[config.mk]
export PLATFORM = sky130hd
export DESIGN_NAME = syscon_top
export DESIGN_NICKNAME = d
export VERILOG_FILES = /design/src/rtl/syscon_pkg.sv /design/src/rtl/syscon_clkcfg.sv /design/src/rtl/syscon_irq.sv /design/src/rtl/syscon_regs.sv /design/src/rtl/syscon_top.sv
export SDC_FILE = /design/constraint.sdc
export NUM_CORES = 1
export LEC_CHECK = 0
export BUFFER_PORTS_ARGS = -buffer_cell sky130_fd_sc_hd__buf_2
export CORE_UTILIZATION = 44
export CTS_BUF_LIST = sky130_fd_sc_hd__clkbuf_4
export CTS_CLUSTER_DIAMETER = 150
export DETAILED_ROUTE_END_ITERATION = 7
export PLACE_DENSITY_LB_ADDON = 0.1
export SYNTH_ARGS = -nofsm -noshare
export SYNTH_HDL_FRONTEND = slang
export SYNTH_SLANG_ARGS = --single-unit
[constraint.sdc]
create_clock -name clk -period 2.89 [get_ports clk]
set_clock_uncertainty 0.05 [all_clocks]
set_input_delay 0.578 -clock clk [delete_from_list [all_inputs] [get_ports clk]]
set_output_delay 0.578 -clock clk [all_outputs]
set_load 0.01 [all_outputs]
[src/rtl/syscon_pkg.sv]
// Shared constants for the system-control block: register word indices,
// field positions and widths, and the divider computation.
package syscon_pkg;
    localparam int DATA_W       = 32;
    localparam int ADDR_W       = 6;
    localparam int GATE_STRIDE  = 4;

    // Field layout of the clock configuration register
    localparam int XTAL_LSB     = 6;
    localparam int XTAL_W       = 4;
    localparam int PD_BIT       = 13;
    localparam int DIV_LSB      = 23;
    localparam int DIV_W        = 4;
    localparam int SCALE_W      = $clog2(5 * (2 ** DIV_W) + 1);

    // Identity word 0 bit that selects the high PLL table
    localparam int TAB_SEL_BIT  = 16;

    // Interrupt controller
    localparam int IRQ_W        = 7;
    localparam int LOCK_BIT     = 6;

    // Storage widths of the narrow control words
    localparam int RESC_W       = 6;
    localparam int BOR_W        = 16;
    localparam int LDO_W        = 5;

    // Register word indices
    localparam logic [ADDR_W-1:0] A_ID0      = 6'd0;
    localparam logic [ADDR_W-1:0] A_ID1      = 6'd1;
    localparam logic [ADDR_W-1:0] A_CAP0     = 6'd2;
    localparam logic [ADDR_W-1:0] A_BOR      = 6'd8;
    localparam logic [ADDR_W-1:0] A_LDO      = 6'd9;
    localparam logic [ADDR_W-1:0] A_RAW      = 6'd10;
    localparam logic [ADDR_W-1:0] A_MASK     = 6'd11;
    localparam logic [ADDR_W-1:0] A_MSTAT    = 6'd12;
    localparam logic [ADDR_W-1:0] A_RESC     = 6'd13;
    localparam logic [ADDR_W-1:0] A_CFG      = 6'd14;
    localparam logic [ADDR_W-1:0] A_PLL      = 6'd15;
    localparam logic [ADDR_W-1:0] A_GATE0    = 6'd16;
    localparam logic [ADDR_W-1:0] A_MAC_LO   = 6'd28;
    localparam logic [ADDR_W-1:0] A_MAC_HI   = 6'd29;

    // Divider value for a given divider field
    function automatic logic [SCALE_W-1:0] scale_of(input logic [DIV_W-1:0] f);
        return SCALE_W'(5 * (int'(f) + 1));
    endfunction
endpackage

[src/rtl/syscon_clkcfg.sv]
// Clock configuration register with derived divider value and PLL word.
// Assumes: cfg_we is a single-cycle write strobe; the PLL table is fixed at
// build time by TABLE_HI.
module syscon_clkcfg
    import syscon_pkg::*;
#(
    parameter logic [DATA_W-1:0] CFG_RST        = 32'h078E_3AD1,
    parameter bit                TABLE_HI       = 1'b0,
    parameter logic [15:0]       PLL_TAB_LO [16] = '{default: 16'h0},
    parameter logic [15:0]       PLL_TAB_HI [16] = '{default: 16'h0}
) (
    input  logic               clk,
    input  logic               rst_n,
    input  logic               cfg_we,
    input  logic [DATA_W-1:0]  wdata,
    output logic [DATA_W-1:0]  cfg_q,
    output logic [SCALE_W-1:0] scale_q,
    output logic [15:0]        pll_word,
    output logic               lock_evt
);
    // Holds the configuration word and its derived divider value
    always_ff @(posedge clk) begin
        if (!rst_n) begin
            cfg_q   <= CFG_RST;
            scale_q <= scale_of(CFG_RST[DIV_LSB +: DIV_W]);
        end else if (cfg_we) begin
            cfg_q   <= wdata;
            scale_q <= scale_of(wdata[DIV_LSB +: DIV_W]);
        end
    end

    // PLL power-up request: power-down bit written from 1 to 0
    always_comb lock_evt = cfg_we && cfg_q[PD_BIT] && !wdata[PD_BIT];

    // Table lookup on the crystal field; the table is picked at build time
    generate
        if (TABLE_HI) begin : g_tab_hi
            always_comb pll_word = PLL_TAB_HI[cfg_q[XTAL_LSB +: XTAL_W]];
        end else begin : g_tab_lo
            always_comb pll_word = PLL_TAB_LO[cfg_q[XTAL_LSB +: XTAL_W]];
        end
    endgenerate

    // divider follows the written field on the next edge
    p_scale_follows_r3: assert property (@(posedge clk) disable iff (!rst_n)
        cfg_we |=> (int'(scale_q) == 5 * (int'($past(wdata[DIV_LSB +: DIV_W])) + 1)));
endmodule

[src/rtl/syscon_irq.sv]
// Raw interrupt status, mask and interrupt line.
// Assumes: set_evt and clr_we never coincide (different register indices).
module syscon_irq
    import syscon_pkg::*;
(
    input  logic             clk,
    input  logic             rst_n,
    input  logic             set_evt,
    input  logic             mask_we,
    input  logic             clr_we,
    input  logic [IRQ_W-1:0] wdata,
    output logic [IRQ_W-1:0] status_q,
    output logic [IRQ_W-1:0] mask_q,
    output logic             irq
);
    logic [IRQ_W-1:0] clr_bits;
    logic [IRQ_W-1:0] set_bits;

    // Bits removed by a write-one-to-clear and bits added by the lock event
    always_comb begin
        clr_bits = clr_we ? wdata : '0;
        set_bits = '0;
        set_bits[LOCK_BIT] = set_evt;
    end

    // Status and mask storage
    always_ff @(posedge clk) begin
        if (!rst_n) begin
            status_q <= '0;
            mask_q   <= '0;
        end else begin
            status_q <= (status_q & ~clr_bits) | set_bits;
            if (mask_we) mask_q <= wdata;
        end
    end

    // Interrupt line from masked status
    always_comb irq = |(status_q & mask_q);

    // bits written as one are gone after the clear
    p_clear_r7: assert property (@(posedge clk) disable iff (!rst_n)
        clr_we |=> ((status_q & $past(wdata)) == '0));
    // the lock bit only rises after a lock event
    p_lock_source_r5: assert property (@(posedge clk) disable iff (!rst_n)
        $rose(status_q[LOCK_BIT]) |-> $past(set_evt));
    // an empty mask keeps the line low
    p_masked_quiet_r6: assert property (@(posedge clk) disable iff (!rst_n)
        (mask_q == '0) |-> !irq);
endmodule

[src/rtl/syscon_regs.sv]
// Plain control words: brown-out, regulator, reset cause and clock gating.
// Assumes: GATE_N <= GATE_STRIDE so gating groups do not overlap.
module syscon_regs
    import syscon_pkg::*;
#(
    parameter int                GATE_N         = 3,
    parameter logic [DATA_W-1:0] RUN_GATE_RST   = 32'h0000_0040,
    parameter logic [DATA_W-1:0] SLEEP_GATE_RST = 32'h0000_0000,
    parameter logic [DATA_W-1:0] DEEP_GATE_RST  = 32'h0000_0000
) (
    input  logic                          clk,
    input  logic                          rst_n,
    input  logic                          wr,
    input  logic [ADDR_W-1:0]             addr,
    input  logic [DATA_W-1:0]             wdata,
    output logic [BOR_W-1:0]              bor_q,
    output logic [LDO_W-1:0]              ldo_q,
    output logic [RESC_W-1:0]             resc_q,
    output logic [3*GATE_N-1:0][DATA_W-1:0] gate_q
);
    localparam int WORDS = 3 * GATE_N;

    // Narrow control words, keeping only their stored bits
    always_ff @(posedge clk) begin
        if (!rst_n) begin
            bor_q  <= '0;
            ldo_q  <= '0;
            resc_q <= '0;
        end else if (wr) begin
            if (addr == A_BOR)  bor_q  <= wdata[BOR_W-1:0];
            if (addr == A_LDO)  ldo_q  <= wdata[LDO_W-1:0];
            if (addr == A_RESC) resc_q <= wdata[RESC_W-1:0];
        end
    end

    // One storage word per gating register, grouped run/sleep/deep
    generate
        for (genvar i = 0; i < WORDS; i++) begin : g_gate
            localparam int GRP = i / GATE_N;
            localparam int IDX = i % GATE_N;
            localparam logic [ADDR_W-1:0] WADDR =
                A_GATE0 + ADDR_W'(GRP * GATE_STRIDE + IDX);
            localparam logic [DATA_W-1:0] RST_V =
                (GRP == 0) ? RUN_GATE_RST : (GRP == 1) ? SLEEP_GATE_RST : DEEP_GATE_RST;
            // Gating word storage
            always_ff @(posedge clk) begin
                if (!rst_n)                   gate_q[i] <= RST_V;
                else if (wr && addr == WADDR) gate_q[i] <= wdata;
            end
        end
    endgenerate

    // reset cause keeps exactly the low written bits
    p_resc_hold_r8: assert property (@(posedge clk) disable iff (!rst_n)
        (wr && addr == A_RESC) |=> (resc_q == $past(wdata[RESC_W-1:0])));
endmodule

[src/rtl/syscon_top.sv]
// System-control register block: identity/capability words, clock
// configuration with derived divider and PLL word, gating words, reset cause,
// power-control words and a seven-source interrupt controller.
// Assumes: single-cycle writes, combinational side-effect-free reads.
module syscon_top
    import syscon_pkg::*;
#(
    parameter int                GATE_N         = 3,
    parameter int                CAP_N          = 5,
    parameter logic [DATA_W-1:0] ID0            = 32'h0001_0000,
    parameter logic [DATA_W-1:0] ID1            = 32'h1032_E04B,
    parameter logic [DATA_W-1:0] CAP_WORDS [CAP_N] = '{default: 32'h0},
    parameter logic [DATA_W-1:0] CFG_RST        = 32'h078E_3AD1,
    parameter logic [DATA_W-1:0] RUN_GATE_RST   = 32'h0000_0040,
    parameter logic [DATA_W-1:0] SLEEP_GATE_RST = 32'h0000_0040,
    parameter logic [DATA_W-1:0] DEEP_GATE_RST  = 32'h0000_0040,
    parameter logic [47:0]       MAC_ADDR       = 48'h0,
    parameter logic [15:0]       PLL_TAB_LO [16] = '{default: 16'h0},
    parameter logic [15:0]       PLL_TAB_HI [16] = '{default: 16'h0}
) (
    input  logic                     clk,
    input  logic                     rst_n,
    input  logic                     bus_wr,
    input  logic [ADDR_W-1:0]        bus_addr,
    input  logic [DATA_W-1:0]        bus_wdata,
    output logic [DATA_W-1:0]        bus_rdata,
    output logic                     irq,
    output logic [SCALE_W-1:0]       clk_scale,
    output logic [DATA_W*GATE_N-1:0] gate_run,
    output logic [DATA_W*GATE_N-1:0] gate_sleep,
    output logic [DATA_W*GATE_N-1:0] gate_deep
);
    localparam bit TABLE_HI = ID0[TAB_SEL_BIT];

    logic                          cfg_we, mask_we, clr_we, lock_evt;
    logic [DATA_W-1:0]             cfg_q;
    logic [15:0]                   pll_word;
    logic [IRQ_W-1:0]              status_q, mask_q;
    logic [BOR_W-1:0]              bor_q;
    logic [LDO_W-1:0]              ldo_q;
    logic [RESC_W-1:0]             resc_q;
    logic [3*GATE_N-1:0][DATA_W-1:0] gate_q;

    // Write strobes for the registers held in the sub-blocks
    always_comb begin
        cfg_we  = bus_wr && bus_addr == A_CFG;
        mask_we = bus_wr && bus_addr == A_MASK;
        clr_we  = bus_wr && bus_addr == A_MSTAT;
    end

    syscon_clkcfg #(
        .CFG_RST    (CFG_RST),
        .TABLE_HI   (TABLE_HI),
        .PLL_TAB_LO (PLL_TAB_LO),
        .PLL_TAB_HI (PLL_TAB_HI)
    ) u_clkcfg (
        .clk      (clk),
        .rst_n    (rst_n),
        .cfg_we   (cfg_we),
        .wdata    (bus_wdata),
        .cfg_q    (cfg_q),
        .scale_q  (clk_scale),
        .pll_word (pll_word),
        .lock_evt (lock_evt)
    );

    syscon_irq u_irq (
        .clk      (clk),
        .rst_n    (rst_n),
        .set_evt  (lock_evt),
        .mask_we  (mask_we),
        .clr_we   (clr_we),
        .wdata    (bus_wdata[IRQ_W-1:0]),
        .status_q (status_q),
        .mask_q   (mask_q),
        .irq      (irq)
    );

    syscon_regs #(
        .GATE_N         (GATE_N),
        .RUN_GATE_RST   (RUN_GATE_RST),
        .SLEEP_GATE_RST (SLEEP_GATE_RST),
        .DEEP_GATE_RST  (DEEP_GATE_RST)
    ) u_regs (
        .clk    (clk),
        .rst_n  (rst_n),
        .wr     (bus_wr),
        .addr   (bus_addr),
        .wdata  (bus_wdata),
        .bor_q  (bor_q),
        .ldo_q  (ldo_q),
        .resc_q (resc_q),
        .gate_q (gate_q)
    );

    // Gating words out to the clock controller
    always_comb begin
        for (int k = 0; k < GATE_N; k++) begin
            gate_run  [k*DATA_W +: DATA_W] = gate_q[k];
            gate_sleep[k*DATA_W +: DATA_W] = gate_q[GATE_N + k];
            gate_deep [k*DATA_W +: DATA_W] = gate_q[2*GATE_N + k];
        end
    end

    // Read multiplexer; unmapped indices read zero
    always_comb begin
        bus_rdata = '0;
        case (bus_addr)
            A_ID0:    bus_rdata = ID0;
            A_ID1:    bus_rdata = ID1;
            A_BOR:    bus_rdata = DATA_W'(bor_q);
            A_LDO:    bus_rdata = DATA_W'(ldo_q);
            A_RAW:    bus_rdata = DATA_W'(status_q);
            A_MASK:   bus_rdata = DATA_W'(mask_q);
            A_MSTAT:  bus_rdata = DATA_W'(status_q & mask_q);
            A_RESC:   bus_rdata = DATA_W'(resc_q);
            A_CFG:    bus_rdata = cfg_q;
            A_PLL:    bus_rdata = DATA_W'(pll_word);
            A_MAC_LO: bus_rdata = {8'h00, MAC_ADDR[23:0]};
            A_MAC_HI: bus_rdata = {8'h00, MAC_ADDR[47:24]};
            default:  bus_rdata = '0;
        endcase
        for (int k = 0; k < CAP_N; k++)
            if (bus_addr == A_CAP0 + ADDR_W'(k)) bus_rdata = CAP_WORDS[k];
        for (int g = 0; g < 3; g++)
            for (int k = 0; k < GATE_N; k++)
                if (bus_addr == A_GATE0 + ADDR_W'(g*GATE_STRIDE + k))
                    bus_rdata = gate_q[g*GATE_N + k];
    end

    // a power-down 1->0 write shows in raw status on the next edge
    p_lock_sets_r5: assert property (@(posedge clk) disable iff (!rst_n)
        (cfg_we && cfg_q[PD_BIT] && !bus_wdata[PD_BIT]) |=> status_q[LOCK_BIT]);
endmodule

After elaboration in Yosys (flattened, before gate mapping)
Memories as Yosys holds them, arrays and structs flattened.
Index checks and enable logic that the tools add are counted.
{"block": "word_totals", "register_bits": 368, "mem_bits_ro": 256, "in_bits": 41, "output_inout_bits": 328, "wordCells": 87, "mem_count": 1}
{"memory": "(no name shown)", "words": 16, "width": 16, "rd": 1, "rd_clocked_by_memory_dff": 0, "write_ports": 0, "line_no": "syscon_clkcfg.sv:38", "text": "always_comb pll_word = PLL_TAB_HI[cfg_q[XTAL_LSB +: XTAL_W]];"}
{"block": "op_classes", "n_addsub": 1, "n_mul": 1, "magnitude_cmp": 1, "eq_ne": 23, "mux": 18, "bitwise_logic": 6, "reduce_logical": 20}
{"operator": "2-to-1 mux 32 bit", "count": 14}
{"operator": "one-hot mux 32 bit (10 select lines)", "count": 1}
{"operator": "equality test 6 x 5 -> 1 bit (second input constant)", "count": 9}
{"operator": "equality test 6 x 4 -> 1 bit (second input constant)", "count": 8}
{"operator": "multiplier 4 x 32 -> 7 bit (first input constant)", "count": 1}
{"operator": "2-to-1 mux 16 bit", "count": 2}
{"operator": "bitwise AND 7 bit", "count": 3}
{"operator": "equality test 6 x 3 -> 1 bit (second input constant)", "count": 3}
{"operator": "logical AND 1 bit", "count": 14}
{"operator": "equality test 6 x 2 -> 1 bit (second input constant)", "count": 2}
{"operator": "2-to-1 mux 7 bit", "count": 1}
{"operator": "inverter 7 bit", "count": 1}
{"operator": "bitwise OR 7 bit", "count": 1}
{"operator": "OR reduction 7 bit", "count": 1}
{"operator": "equality test 6 x 1 -> 1 bit (second input constant)", "count": 1}
{"operator": "logical NOT 6 bit", "count": 1}
{"operator": "AND reduction 2 bit", "count": 3}
{"operator": "adder 4 x 1 -> 5 bit (second input constant)", "count": 1}
{"operator": "greater-or-equal comparator 5 bit (second input constant)", "count": 1}
{"operator": "inverter 4 -> 5 bit", "count": 1}
{"operator": "logical NOT 1 bit", "count": 1}

Longest topological paths before layout
Gate-level depths: netlist of run 1.
{"block": "logic_depth", "ltp_word": 19, "mapped_depth": 9, "mapped_depth_nobuf": 9}

Cells and area by module
A second synthesis of run 1 with hierarchy kept.
{"block": "hier_totals", "cells_unflattened": 1845, "area_unflattened_um2": 17164.0}
{"module": "syscon_regs", "n_inst": 1, "cells_per_inst": 1081, "area_per_inst_um2": 11323.4}
{"module": "syscon_top", "n_inst": 1, "cells_per_inst": 547, "area_per_inst_um2": 3580.9}
{"module": "syscon_clkcfg", "n_inst": 1, "cells_per_inst": 169, "area_per_inst_um2": 1749.2}
{"module": "syscon_irq", "n_inst": 1, "cells_per_inst": 48, "area_per_inst_um2": 510.5}

Worst setup path before layout of run 1
Ideal clock, no wire load.
{"block": "synth_timing", "path_type": "input-to-output", "from": "input bus_addr[3]", "to": "output bus_rdata[9]", "arrival_time_ns": 2.099, "t_required_ns": 2.262, "path_slack_ns": 0.163, "path_stages": 7, "n_path_buf": 2, "cell_sequence": "buf_2 -> or3b_2 -> buf_2 -> nor3_1 -> a221oi_1 -> o211a_1 -> nor3_1"}
{"block": "synth_between", "elab_chain_len": 16, "word_cells_on_any_way": 39, "cone_classes": "eq/ne (23); mux (15); reduce/logical (1)"}
{"element": "start, declared", "line_no": "syscon_top.sv:24", "text": "input logic [ADDR_W-1:0] bus_addr,"}
{"element": "equality test 6 x 4 -> 1 bit (tied with other cells)", "line_no": "syscon_top.sv:108", "text": "case (bus_addr)"}
{"element": "one-hot mux 32 bit (10 select lines)", "line_no": "syscon_top.sv:108"}
{"element": "2-to-1 mux 32 bit (5 in a row)", "line_no": "syscon_top.sv:124", "text": "if (bus_addr == A_CAP0 + ADDR_W'(k)) bus_rdata = CAP_WORDS[k];"}
{"element": "2-to-1 mux 32 bit (8 in a row)", "line_no": "syscon_top.sv:127", "text": "if (bus_addr == A_GATE0 + ADDR_W'(g*GATE_STRIDE + k))"}
{"element": "2-to-1 mux 32 bit *", "line_no": "syscon_top.sv:127"}
{"element": "end, declared", "line_no": "syscon_top.sv:26", "text": "output logic [DATA_W-1:0] bus_rdata,"}
Every way passes the cells marked *; elsewhere a longest branch is shown, timed or not.

Worst setup path after layout of run 1
{"block": "layout_timing", "from": "register u_regs.bor_q[12]", "to": "output bus_rdata[12]"}
{"block": "layout_between", "elab_chain_len": 15}
{"element": "start, declared", "line_no": "syscon_regs.sv:16", "text": "output logic [BOR_W-1:0] bor_q,"}
{"element": "start signal, assigned", "line_no": "syscon_regs.sv:30", "text": "if (addr == A_BOR) bor_q <= wdata[BOR_W-1:0];"}
{"element": "one-hot mux 32 bit (10 select lines)", "line_no": "syscon_top.sv:108"}
{"element": "2-to-1 mux 32 bit (5 in a row)", "line_no": "syscon_top.sv:124"}
{"element": "2-to-1 mux 32 bit (9 in a row)", "line_no": "syscon_top.sv:127"}
Every way passes these cells.

==> summary.txt, run 1 <==
Synth
  • Top cells by area, synth: dfxtp_1 44%, nand2_1 16%, a21boi_0 13%
  • Netlist cell types: 72
  • Avg Cell Area, Syn: 7.851 µm²
  • Ys async rst share: 0
  • Ys flop type: dfxtp_1
  • Mapped Area: 16920 µm²
  • Top cells by count, synth: 707 x nand2_1, 368 x dfxtp_1, 286 x a21boi_0, 142 x clkbuf_1, 81 x a21oi_1
  • Top-count cell post-synth: nand2_1
  • Synth top area share: 0.4354
  • Post-synth EDFFs: 0
  • Mapped Cells: 2155
  • Syn Nets: 2202
  • Number of synthesized register bits: 368
  • Register area share after synthesis: 0.4354
  • Most area-hungry cell type in the Yosys netlist: dfxtp_1
  • Yosys warning total: 0

Setup path
  • Worst flop-to-flop path startpoint: u_regs.gate_q[124]$_SDFFE_PN0P_
  • Setup crit end kind: primary output
  • Critical path class: reg -> out
  • R2R setup slack: 1980 ps
  • CP max FO: 2
  • Arrival time worst endpoint: 2540 ps
  • Reg-to-reg critical path endpoint: u_regs.gate_q[124]$_SDFFE_PN0P_
  • Worst Path Required: 2260 ps
  • Reg2reg path depth: 2
  • Worst setup SP type: flop

Power and ir drop
  • Static Leak: 9.506 nW
  • Power Dens Cells: 468.4 nW/µm²
  • Peak supply drop: 0.3357 mV

Detailed routing
  • Iteration count of the initial detailed-routing pass: 5
  • Vias: 18290
  • Initial DRC Count: 1608
  • Final WL: 73.19 mm
  • Vias per inst: 5.728
  • WL/cell: 22.92 µm
  • Antenna viol nets, final: 0
  • Remaining routing DRC violations: 0

CTS
  • Clock Latency Late Sink: 810 ps
  • H-tree level count: 3
  • Sink Count: 368
  • CTS tree: built
  • Max Root-Sink Buffers: 3
  • Clk slew on worst S/H paths: 70 ps
  • Root buf cell: clkbuf_4
  • Num CTS Buffers: 97

Global route
  • GR Overflow Total: 0
  • Met3 usage: 0.07716
  • Antenna violations before repair: 1
  • Vias in the first global route: 17490
  • Met1 usage: 0.4680
  • Tot GR Track Use: 0.3624
  • Largest net degree at the start of global routing: 96
  • GRT met2 Usage: 0.5739
  • First-pass GRT wire length: 106.6 mm
  • Most used routing layer: met2

Placement
  • Dpl hpwl: 51.94 mm
  • Final GP Congestion: 1.015
  • Port buffer count: 368
  • Dpl ws: -342.8 ps

Run status
  • Failing checks: setup timing
  • Status: finished, violations left

Die
  • IO Count: 369
  • Initial Util: 0.4482
  • Die area: 39240 µm²
  • Row count: 71
  • Horiz. Die Dim: 198.1 µm
  • Die height: 198.1 µm
  • CORE AREA: 37760 µm²

Min path
  • Hold Path Sink: u_regs.gate_q[53]$_SDFFE_PN0P_
  • Hold wc startpoint: bus_wdata[21]
  • Hold Path Cell Cnt: 3
  • Type of the worst min-delay path: in -> reg

STA
  • Worst slew margin relative to its limit: 0.6596
  • Hold violation total from the final report: 0
  • Minimum clock period: 3167 ps
  • RSZ-0062 raised after global routing: yes
  • Max Slew Vio Count: 0
  • Final Setup Violations: 27
  • Final TNS setup: -1922 ps
  • Max Freq: 315.8 MHz
  • Final worst path period share: 1.096
  • Fin worst setup slack: -276.5 ps
  • Slew @ Worst Pin: 509.2 ps

Run
  • Max-cap violations: 0

Cells and area
  • Layout overhead on the synthesized area: 34.09%
  • Filler instances: 3470
  • Fraction of layout cells with a size suffix above 1: 0.3253
  • Nets: 2664
-- through the flow --
| step | instance area (µm²) | cells | total power [mW] | util | hold slack, ps |
|---|---|---|---|---|---|
| CTS | 22250 | 3181 | 10.66 | 0.5893 | 3.690 |
| global route | 22690 | 3193 | 11.00 | 0.6009 | 40.41 |
| floorplan | 16920 | 2155 | 5.622 | - | 375.3 |
| finish | 22690 | 3193 | 10.63 | 0.6009 | 77.65 |
| detailed placement | 20300 | 3007 | 5.959 | 0.5378 | 401.8 |
| global placement | 20300 | 3007 | 5.956 | 0.5378 | 394.1 |
-- registers in the layout, summed over array words and instances (netlist names) --
name,count
u_regs.resc_q,6
u_regs.gate_q,288
u_clkcfg.scale_q,7
u_irq.status_q,7
u_clkcfg.cfg_q,32
u_irq.mask_q,7
u_regs.bor_q,16
u_regs.ldo_q,5
-- final cells by class --
type	count	area [µm²]	share of cell area
multi-input combinational	1574	9450	0.4165
clock inverter	17	121.4	0.005349
clock buffer	146	1096	0.04831
sequential	368	7383	0.3254
inverter	6	22.52	0.0009927
antenna	1	2.502	0.0001103
tap	511	639.4	0.02818
timing repair buffer	570	3973	0.1751
-- power by group --
part           leakage, nW  switching (mW)  total, mW  internal, mW
Combinational         5.80           0.496      0.815         0.319
Sequential            2.97          0.0227       5.11          5.09
Clock                0.731            2.25       4.70          2.45
-- what timing repair did --
action | in CTS | in global routing
setup buffers | 8 | 11
hold buffers | 1 | 0
resized for setup | 127 | 68
endpoints found under the hold margin | 1 | 0
setup endpoints to repair | 32 | 32
gates cloned | 3 | 2
pin swaps | 76 | 60
-- kinds of logic (layout without fill, tap and decap cells) --
family,Yosys count,in the layout,share of synthesized area
AO/OA/AOI/OAI,610,610,0.2569
other,0,1,0
buffers and inverters,213,739,0.05272
XOR/XNOR,6,6,0.003106
flip-flops,368,368,0.4354
multiplexers,29,29,0.01723
adder cells (fa/ha/maj),6,6,0.004881
AND/OR/NAND/NOR,923,923,0.2298
-- metal layers --
metal,share of wire,up-vias
met1,0.41,8766
met5,0,-
met2,0.45,984
li1,-,8351
met3,0.096,188
met4,0.043,0
-- critical path, stage by stage, from the launching register on --
cell and delay [ps]:
dfxtp_2 360, or4b_4 490, a21oi_4 150, o221ai_2 160, a41o_1 280, nor2_1 150, buf_2 150
-- placed cells by master (no fill, tap or decap), drive strengths merged, types with 3 or more instances in the layout --
master | Yosys | final
a21oi | 81 | 81
nand4b | 6 | 6
clkinv | 1 | 14
a21boi | 314 | 314
a221oi | 29 | 29
inv | 5 | 7
buf | 65 | 566
nand2 | 707 | 707
xnor2 | 4 | 4
a22oi | 26 | 26
nand3 | 66 | 66
a31o | 6 | 6
dfxtp | 368 | 368
nor3 | 21 | 21
nor2b | 23 | 23
o21ai | 27 | 27
ha | 5 | 5
and3 | 7 | 7
nor3b | 4 | 4
o221ai | 14 | 14
nor2 | 60 | 60
a21o | 3 | 3
or3b | 3 | 3
o211a | 4 | 4
a222oi | 4 | 4
or4b | 6 | 6
o21a | 19 | 19
mux2i | 28 | 28
a41o | 5 | 5
clkbuf | 142 | 149
o22ai | 58 | 58
nand4 | 3 | 3
a211oi | 4 | 4
-- worst max-delay path by stage --
stage / startpoint / end / slack (ps) / cells past startpoint
3_5_place_dp: bus_addr[0] / bus_rdata[21] / -340 / 9
5_1_grt: u_regs.bor_q[12]$_SDFFE_PN0P_ / bus_rdata[12] / -310 / 6
6_report: u_regs.bor_q[12]$_SDFFE_PN0P_ / bus_rdata[12] / -280 / 6
4_1_cts: u_regs.bor_q[12]$_SDFFE_PN0P_ / bus_rdata[12] / -290 / 6
2_1_floorplan: bus_addr[3] / bus_rdata[9] / 160 / 7
3_3_place_gp: bus_addr[0] / bus_rdata[13] / -380 / 8
Power figures use the tool's default switching activity.
==> inputs of run 2 (changes only) <==
--- a/config.mk
+++ b/config.mk
@@ -6,8 +6,8 @@
 export NUM_CORES = 1
 export LEC_CHECK = 0
 export BUFFER_PORTS_ARGS = -buffer_cell sky130_fd_sc_hd__buf_2
+export CORE_MARGIN = 3
 export CORE_UTILIZATION = 44
-export CTS_BUF_LIST = sky130_fd_sc_hd__clkbuf_4
 export CTS_CLUSTER_DIAMETER = 150
 export DETAILED_ROUTE_END_ITERATION = 7
 export PLACE_DENSITY_LB_ADDON = 0.1
==> summary.txt, run 2 (synthesis results as in run 1) <==
Run
  • Max-cap violations: 0 (unchanged)

CTS
  • Num CTS Buffers: 42 (-57%)
  • Clock Latency Late Sink: 560 ps (-250 ps)
  • H-tree level count: 2 (-1)
  • Root buf cell: clkbuf_16
  • CTS tree: built
  • Hold Buf Count CTS: 0 (-1)
  • Max Root-Sink Buffers: 3 (unchanged)
  • Clk slew on worst S/H paths: 60 ps (about the same)
  • Sink Count: 368 (unchanged)

Power and ir drop
  • Power Dens Cells: 510.6 nW/µm² (+9.0%)
  • Static Leak: 9.536 nW (+0.32%)
  • Peak supply drop: 0.4681 mV (+39%)
  • Total power: 11.81 mW (+11%)

Setup path
  • CP cell instances: buf_12 > or4b_4 > buf_6 > nor2_4 > buf_6 > a22oi_2 > a41o_1 > nor2_2 > buf_2
  • Setup crit end kind: primary output
  • Critical Path Max Stage Delay: 580 ps (+90 ps)
  • Worst setup SP type: input port
  • CP max FO: 5 (+3)
  • CP dominant cell by count: buf_6
  • Worst Path Required: 2260 ps (about the same)
  • CP max stage cell: or4b_4
  • Arrival time worst endpoint: 2350 ps (-190 ps)
  • Critical path class: in -> out

Placement
  • Dpl hpwl: 54.12 mm (+4.2%)
  • Final GP Congestion: 1.005 (-1.0%)
  • Total placed cells including tap cells: 3017 (+0.33%)
  • Dpl ws: -234.0 ps (+108.8 ps)
  • Port buffer count: 368 (unchanged)

Die
  • CORE AREA: 37760 µm² (unchanged)
  • Die area: 40840 µm² (+4.1%)
  • Initial Util: 0.4482 (unchanged)
  • Row count: 71 (unchanged)
  • IO Count: 369 (unchanged)
  • Horiz. Die Dim: 202.1 µm (+2.0%)
  • Die height: 202.1 µm (+2.0%)

Run status
  • Failing checks: setup timing
  • Status: finished, violations left

Detailed routing
  • Antenna viol nets, final: 0 (unchanged)
  • Vias per inst: 5.840 (+2.0%)
  • Final WL: 75.06 mm (+2.6%)
  • Vias: 18200 (-0.51%)
  • WL/cell: 24.09 µm (+5.1%)
  • Iteration count of the initial detailed-routing pass: 8 (+3)
  • Initial DRC Count: 1803 (+12%)
  • Remaining routing DRC violations: 0 (unchanged)

STA
  • Slew @ Worst Pin: 668.0 ps (+158.8 ps)
  • Max Slew Vio Count: 0 (unchanged)
  • Max Freq: 336.1 MHz (+6.4%)
  • RSZ-0062 raised after global routing: yes
  • Hold violation total from the final report: 0 (unchanged)
  • Final worst path period share: 1.030 (-0.06612)
  • Fin worst setup slack: -85.41 ps (+191.1 ps)
  • Worst slew margin relative to its limit: 0.5546 (-0.1049)
  • Final Setup Violations: 23 (-15%)
  • WHS: 328.6 ps (+250.9 ps)
  • Minimum clock period: 2975 ps (-191.1 ps)

Cells and area
  • Reg with most FFs: u_regs.gate_q
  • Non-filler cells, final: 3116 (-2.4%)
  • Commonest non-fill, non-tap cell in the layout: nand2_1
  • Largest register FFs: 288 (unchanged)
  • Top Registers: u_regs.gate_q: 288 flops, u_clkcfg.cfg_q: 32 flops, u_regs.bor_q: 16 flops
  • Fraction of layout cells with a size suffix above 1: 0.3068 (-0.01842)
  • Area of the multi-input gates: 9497 µm² (+0.49%)
  • Sequential cell area: 7368 µm² (-0.20%)
  • Layout overhead on the synthesized area: 36.66%
  • Nets: 2621 (-1.6%)
  • Filler instances: 3405 (-1.9%)
  • Commonest cells after routing, fill and taps aside: 700 x nand2_1, 367 x dfxtp_1, 358 x buf_2

Global route
  • GR Overflow Total: 0 (unchanged)
  • First-pass GRT wire length: 110.8 mm (+3.9%)
  • Largest net degree at the start of global routing: 104 (+8.3%)
  • Tot GR Track Use: 0.3525 (-0.009880)
  • Antenna violations before repair: 0 (-1)
  • Vias in the first global route: 17250 (-1.4%)

Min path
  • Type of the worst min-delay path: in -> reg
-- run 2: cell types whose count changed in the layout (fill, tap and decap cells not counted), moves of 7 or more --
cell / previous run / this run
clkinv_2: 0 / 7
o22ai_1: 51 / 38
dfxtp_1: 359 / 367
clkbuf_16: 2 / 44
clkinv_1: 13 / 1
clkbuf_8: 1 / 8
buf_6: 14 / 22
o22ai_2: 7 / 18
clkbuf_4: 146 / 1
-- run 2: metal layers --
layer	GRT usage	wire, µm	vias to the layer above
met5	0	0	-
met4	0.1158	2924	0
met3	0.08198	7672	179
met2	0.5606	33880	999
met1	0.4758	30580	8777
li1	-	-	8241
-- run 2: worst max-delay path: cells and delay by family --
kind                   cells  cell delay, ps
AND/OR/NAND/NOR            3             850
buffers and inverters      4             540
AO/OA/AOI/OAI              2             390
-- run 2: cell type report --
class                      instances  area share
antenna                            1   0.0001082
clock buffer                      56     0.05168
clock inverter                    18     0.01299
inverter                           6   0.0009740
multi-input combinational       1574      0.4107
sequential                       368      0.3187
tap                              511     0.02765
timing repair buffer             582      0.1772
-- run 2: final timing paths --
check                                          to                            start  slack, ps  cells past startpoint
hold / removal    u_regs.gate_q[211]$_SDFFE_PN0P_                    bus_wdata[19]        330                      3
hold reg to reg      u_regs.bor_q[7]$_SDFFE_PN0P_     u_regs.bor_q[7]$_SDFFE_PN0P_        410                      2
setup / recovery                    bus_rdata[11]                      bus_addr[3]        -90                      9
setup reg to reg  u_regs.gate_q[124]$_SDFFE_PN0P_  u_regs.gate_q[124]$_SDFFE_PN0P_       1960                      2
-- run 2: metrics by stage --
stage	TNS, ps	area [µm²]	utilization
6_report	-641.3	23120	0.6124
4_1_cts	-510.5	22630	0.5994
3_5_place_dp	-5243	20400	0.5403
3_3_place_gp	-4851	20400	0.5403
5_1_grt	-1793	23120	0.6124
2_1_floorplan	0	16920	-
-- run 2: repair_timing --
action,CTS,global route
gates resized for setup,117,83
pin swaps,40,42
gates cloned,2,1
endpoints found under the setup margin,32,32
setup buffers,16,7
-- run 2: where the power goes --
part | switching, mW | internal, mW
Combinational | 0.510 | 0.344
Sequential | 0.0231 | 5.09
Clock | 2.22 | 3.62
Total | 2.75 | 9.05
==> inputs of run 3 (changes only) <==
--- a/config.mk
+++ b/config.mk
@@ -7,7 +7,7 @@
 export LEC_CHECK = 0
 export BUFFER_PORTS_ARGS = -buffer_cell sky130_fd_sc_hd__buf_2
 export CORE_MARGIN = 3
-export CORE_UTILIZATION = 44
+export CORE_UTILIZATION = 40
 export CTS_CLUSTER_DIAMETER = 150
 export DETAILED_ROUTE_END_ITERATION = 7
 export PLACE_DENSITY_LB_ADDON = 0.1
==> summary.txt, run 3 (synthesis results as in run 1) <==
Die
  • Die area: 44800 µm² (+9.7%)
  • Initial Util: 0.4097 (-0.03841)
  • Die height: 211.7 µm (+4.7%)
  • Horiz. Die Dim: 211.7 µm (+4.7%)
  • CORE AREA: 41290 µm² (+9.4%)
  • IO Count: 369 (unchanged)
  • Row count: 74 (+4.2%)

Setup path
  • Critical Path Max Stage Delay: 580 ps (about the same)
  • Reg-to-reg critical path endpoint: u_regs.gate_q[163]$_SDFFE_PN0P_
  • CP max FO: 6 (+1)
  • CP Buf/Inv Count: 5 (+1)
  • CP cell instances: buf_12 > or4b_4 > buf_6 > nor2_4 > buf_12 > a22oi_2 > a41o_1 > nor2_1 > buf_4 > buf_6
  • Worst Path Required: 2260 ps (about the same)
  • Crit path to: bus_rdata[12]
  • CP max stage cell: or4b_4
  • Arrival time worst endpoint: 2390 ps (+40 ps)
  • Reg2reg path depth: 2 (unchanged)
  • Worst flop-to-flop path startpoint: u_regs.gate_q[163]$_SDFFE_PN0P_
  • Critical path depth: 10 (+1)
  • Worst setup SP type: input port
  • Critical path class: in -> out
  • Setup crit end kind: primary output
  • CP top delay family: simple AND/OR/NAND/NOR gates
  • CP startpoint: bus_addr[2]
  • R2R setup slack: 1980 ps (+20 ps)

Power and ir drop
  • Clock power frac: 0.482 (-0.012)
  • Total power: 11.50 mW (-2.6%)
  • Power Dens Cells: 502.3 nW/µm² (-1.6%)
  • Internal power: 8.656 mW (-4.4%)
  • Comb pwr share: 0.073 (about the same)
  • Peak supply drop: 0.3557 mV (-24%)
  • Net switching power: 2.840 mW (+3.1%)
  • Static Leak: 9.494 nW (-0.44%)
  • Switching Fraction: 0.2470 (+0.01385)
  • Seq pwr share: 0.445 (+0.012)

STA
  • Fin worst setup slack: -125.0 ps (-39.59 ps)
  • Max Freq: 331.7 MHz (-1.3%)
  • RSZ-0062 raised after global routing: yes
  • Final Setup Violations: 32 (+39%)
  • Max Slew Vio Count: 0 (unchanged)
  • Final worst path period share: 1.043 (+0.01370)
  • Worst slew margin relative to its limit: 0.6361 (+0.08147)
  • Slew @ Worst Pin: 545.8 ps (-122.2 ps)
  • Hold violation total from the final report: 0 (unchanged)
  • Minimum clock period: 3015 ps (+39.59 ps)

Cells and area
  • Top Registers: u_regs.gate_q: 288 flops, u_clkcfg.cfg_q: 32 flops, u_regs.bor_q: 16 flops
  • Commonest non-fill, non-tap cell in the layout: nand2_1
  • Fraction of layout cells with a size suffix above 1: 0.3012 (-0.005608)
  • Final cell utilization of the core: 0.5542 (-0.05825)
  • Largest register FFs: 288 (unchanged)
  • Nets: 2620 (-0.038%)
  • Filler instances: 3894 (+14%)
  • Fin area: 22880 µm² (-1.0%)
  • Commonest cells after routing, fill and taps aside: 700 x nand2_1, 366 x dfxtp_1, 358 x buf_2
  • Reg with most FFs: u_regs.gate_q
  • Layout overhead on the synthesized area: 35.25%

Min path
  • Type of the worst min-delay path: in -> reg

CTS
  • Clk slew on worst S/H paths: 60 ps (about the same)
  • CTS tree: built
  • H-tree level count: 2 (unchanged)
  • Num CTS Buffers: 43 (+2.4%)
  • Max Root-Sink Buffers: 3 (unchanged)
  • Clock Latency Late Sink: 580 ps (+20 ps)
  • Sink Count: 368 (unchanged)
  • Hold Buf Count CTS: 0 (unchanged)
  • Root buf cell: clkbuf_16

Detailed routing
  • Antenna viol nets, final: 0 (unchanged)
  • Initial DRC Count: 1886 (+4.6%)
  • Iteration count of the initial detailed-routing pass: 7 (-1)
  • Final WL: 77.29 mm (+3.0%)
  • Remaining routing DRC violations: 0 (unchanged)
  • Vias per inst: 5.705 (-2.3%)
  • Vias: 17920 (-1.5%)
  • WL/cell: 24.61 µm (+2.2%)

Placement
  • Dpl hpwl: 55.51 mm (+2.6%)
  • Final GP Congestion: 0.9639 (-4.0%)
  • Placed cell area: 20270 µm² (-0.64%)
  • Port buffer count: 368 (unchanged)

Global route
  • First-pass GRT wire length: 112.0 mm (+1.1%)
  • Largest net degree at the start of global routing: 87 (-16%)
  • Antenna violations before repair: 3 (+3)
  • Tot GR Track Use: 0.3317 (-0.02079)
  • GR Overflow Total: 0 (unchanged)
  • Vias in the first global route: 17120 (-0.72%)

Run status
  • Status: finished, violations left
  • Failing checks: setup timing

Run
  • Max-cap violations: 0 (unchanged)
[run 3: final cells by class]
| cell class | instances | area [µm²] | share of cell area |
|---|---|---|---|
| multi-input cells | 1574 | 9424 | 0.4118 |
| flip-flops and latches | 368 | 7370 | 0.3220 |
| repair buffers | 580 | 3985 | 0.1741 |
| clock buffers | 60 | 1220 | 0.05331 |
| well taps | 532 | 665.6 | 0.02909 |
| clock inverters | 18 | 192.7 | 0.008420 |
| inverters | 6 | 22.52 | 0.0009841 |
| diodes | 2 | 5.005 | 0.0002187 |
[run 3: through the flow]
stage,setup TNS [ps],instances,worst slack (ps),hold slack (ps)
6_report,-2141,3140,-125.0,313.3
5_1_grt,-3509,3139,-170.6,329.4
4_1_cts,-2075,3122,-138.6,286.0
3_5_place_dp,-7046,3033,-321.9,400.5
3_3_place_gp,-6172,3033,-297.4,388.8
2_1_floorplan,0,2155,163.2,375.3
[run 3: what timing repair did]
action	in CTS	in global routing
resized for setup	127	60
endpoints found under the setup margin	32	32
setup buffers	12	14
gates cloned	3	2
pin swaps	59	40
[run 3: layer usage]
layer / track usage / vias up / wire length, µm
met5: 0 / - / 13
met4: 0.08984 / 2 / 2113
met3: 0.08195 / 113 / 7254
met2: 0.5302 / 806 / 35610
met1: 0.4494 / 8783 / 32300
li1: - / 8211 / -
[run 3: worst register-to-register path, cell delays in order (launching register included)]
cell and delay, ps:
dfxtp_1 500, nand2_1 90, a21boi_0 190
[run 3: how the worst min path moves through the flow]
stage / start / to / slack (ps) / cells after the start
5_1_grt: bus_wdata[28] / u_regs.gate_q[28]$_SDFFE_PN0P_ / 330 / 3
4_1_cts: bus_wdata[21] / u_regs.gate_q[213]$_SDFFE_PN0P_ / 290 / 3
2_1_floorplan: u_irq.status_q[5]$_SDFF_PN0_ / u_irq.status_q[5]$_SDFF_PN0_ / 380 / 2
6_report: bus_wdata[21] / u_regs.gate_q[213]$_SDFFE_PN0P_ / 310 / 3
3_5_place_dp: u_irq.status_q[5]$_SDFF_PN0_ / u_irq.status_q[5]$_SDFF_PN0_ / 400 / 2
3_3_place_gp: u_irq.status_q[5]$_SDFF_PN0_ / u_irq.status_q[5]$_SDFF_PN0_ / 390 / 2
[run 3: power groups by stage]
stage	clock network [mW]	logic [mW]	registers [mW]
2_1_floorplan	0	0.394	5.23
3_3_place_gp	0	0.748	5.23
3_5_place_dp	0	0.751	5.23
4_1_cts	5.59	0.799	5.12
5_1_grt	5.79	0.883	5.12
6_report	5.54	0.843	5.12
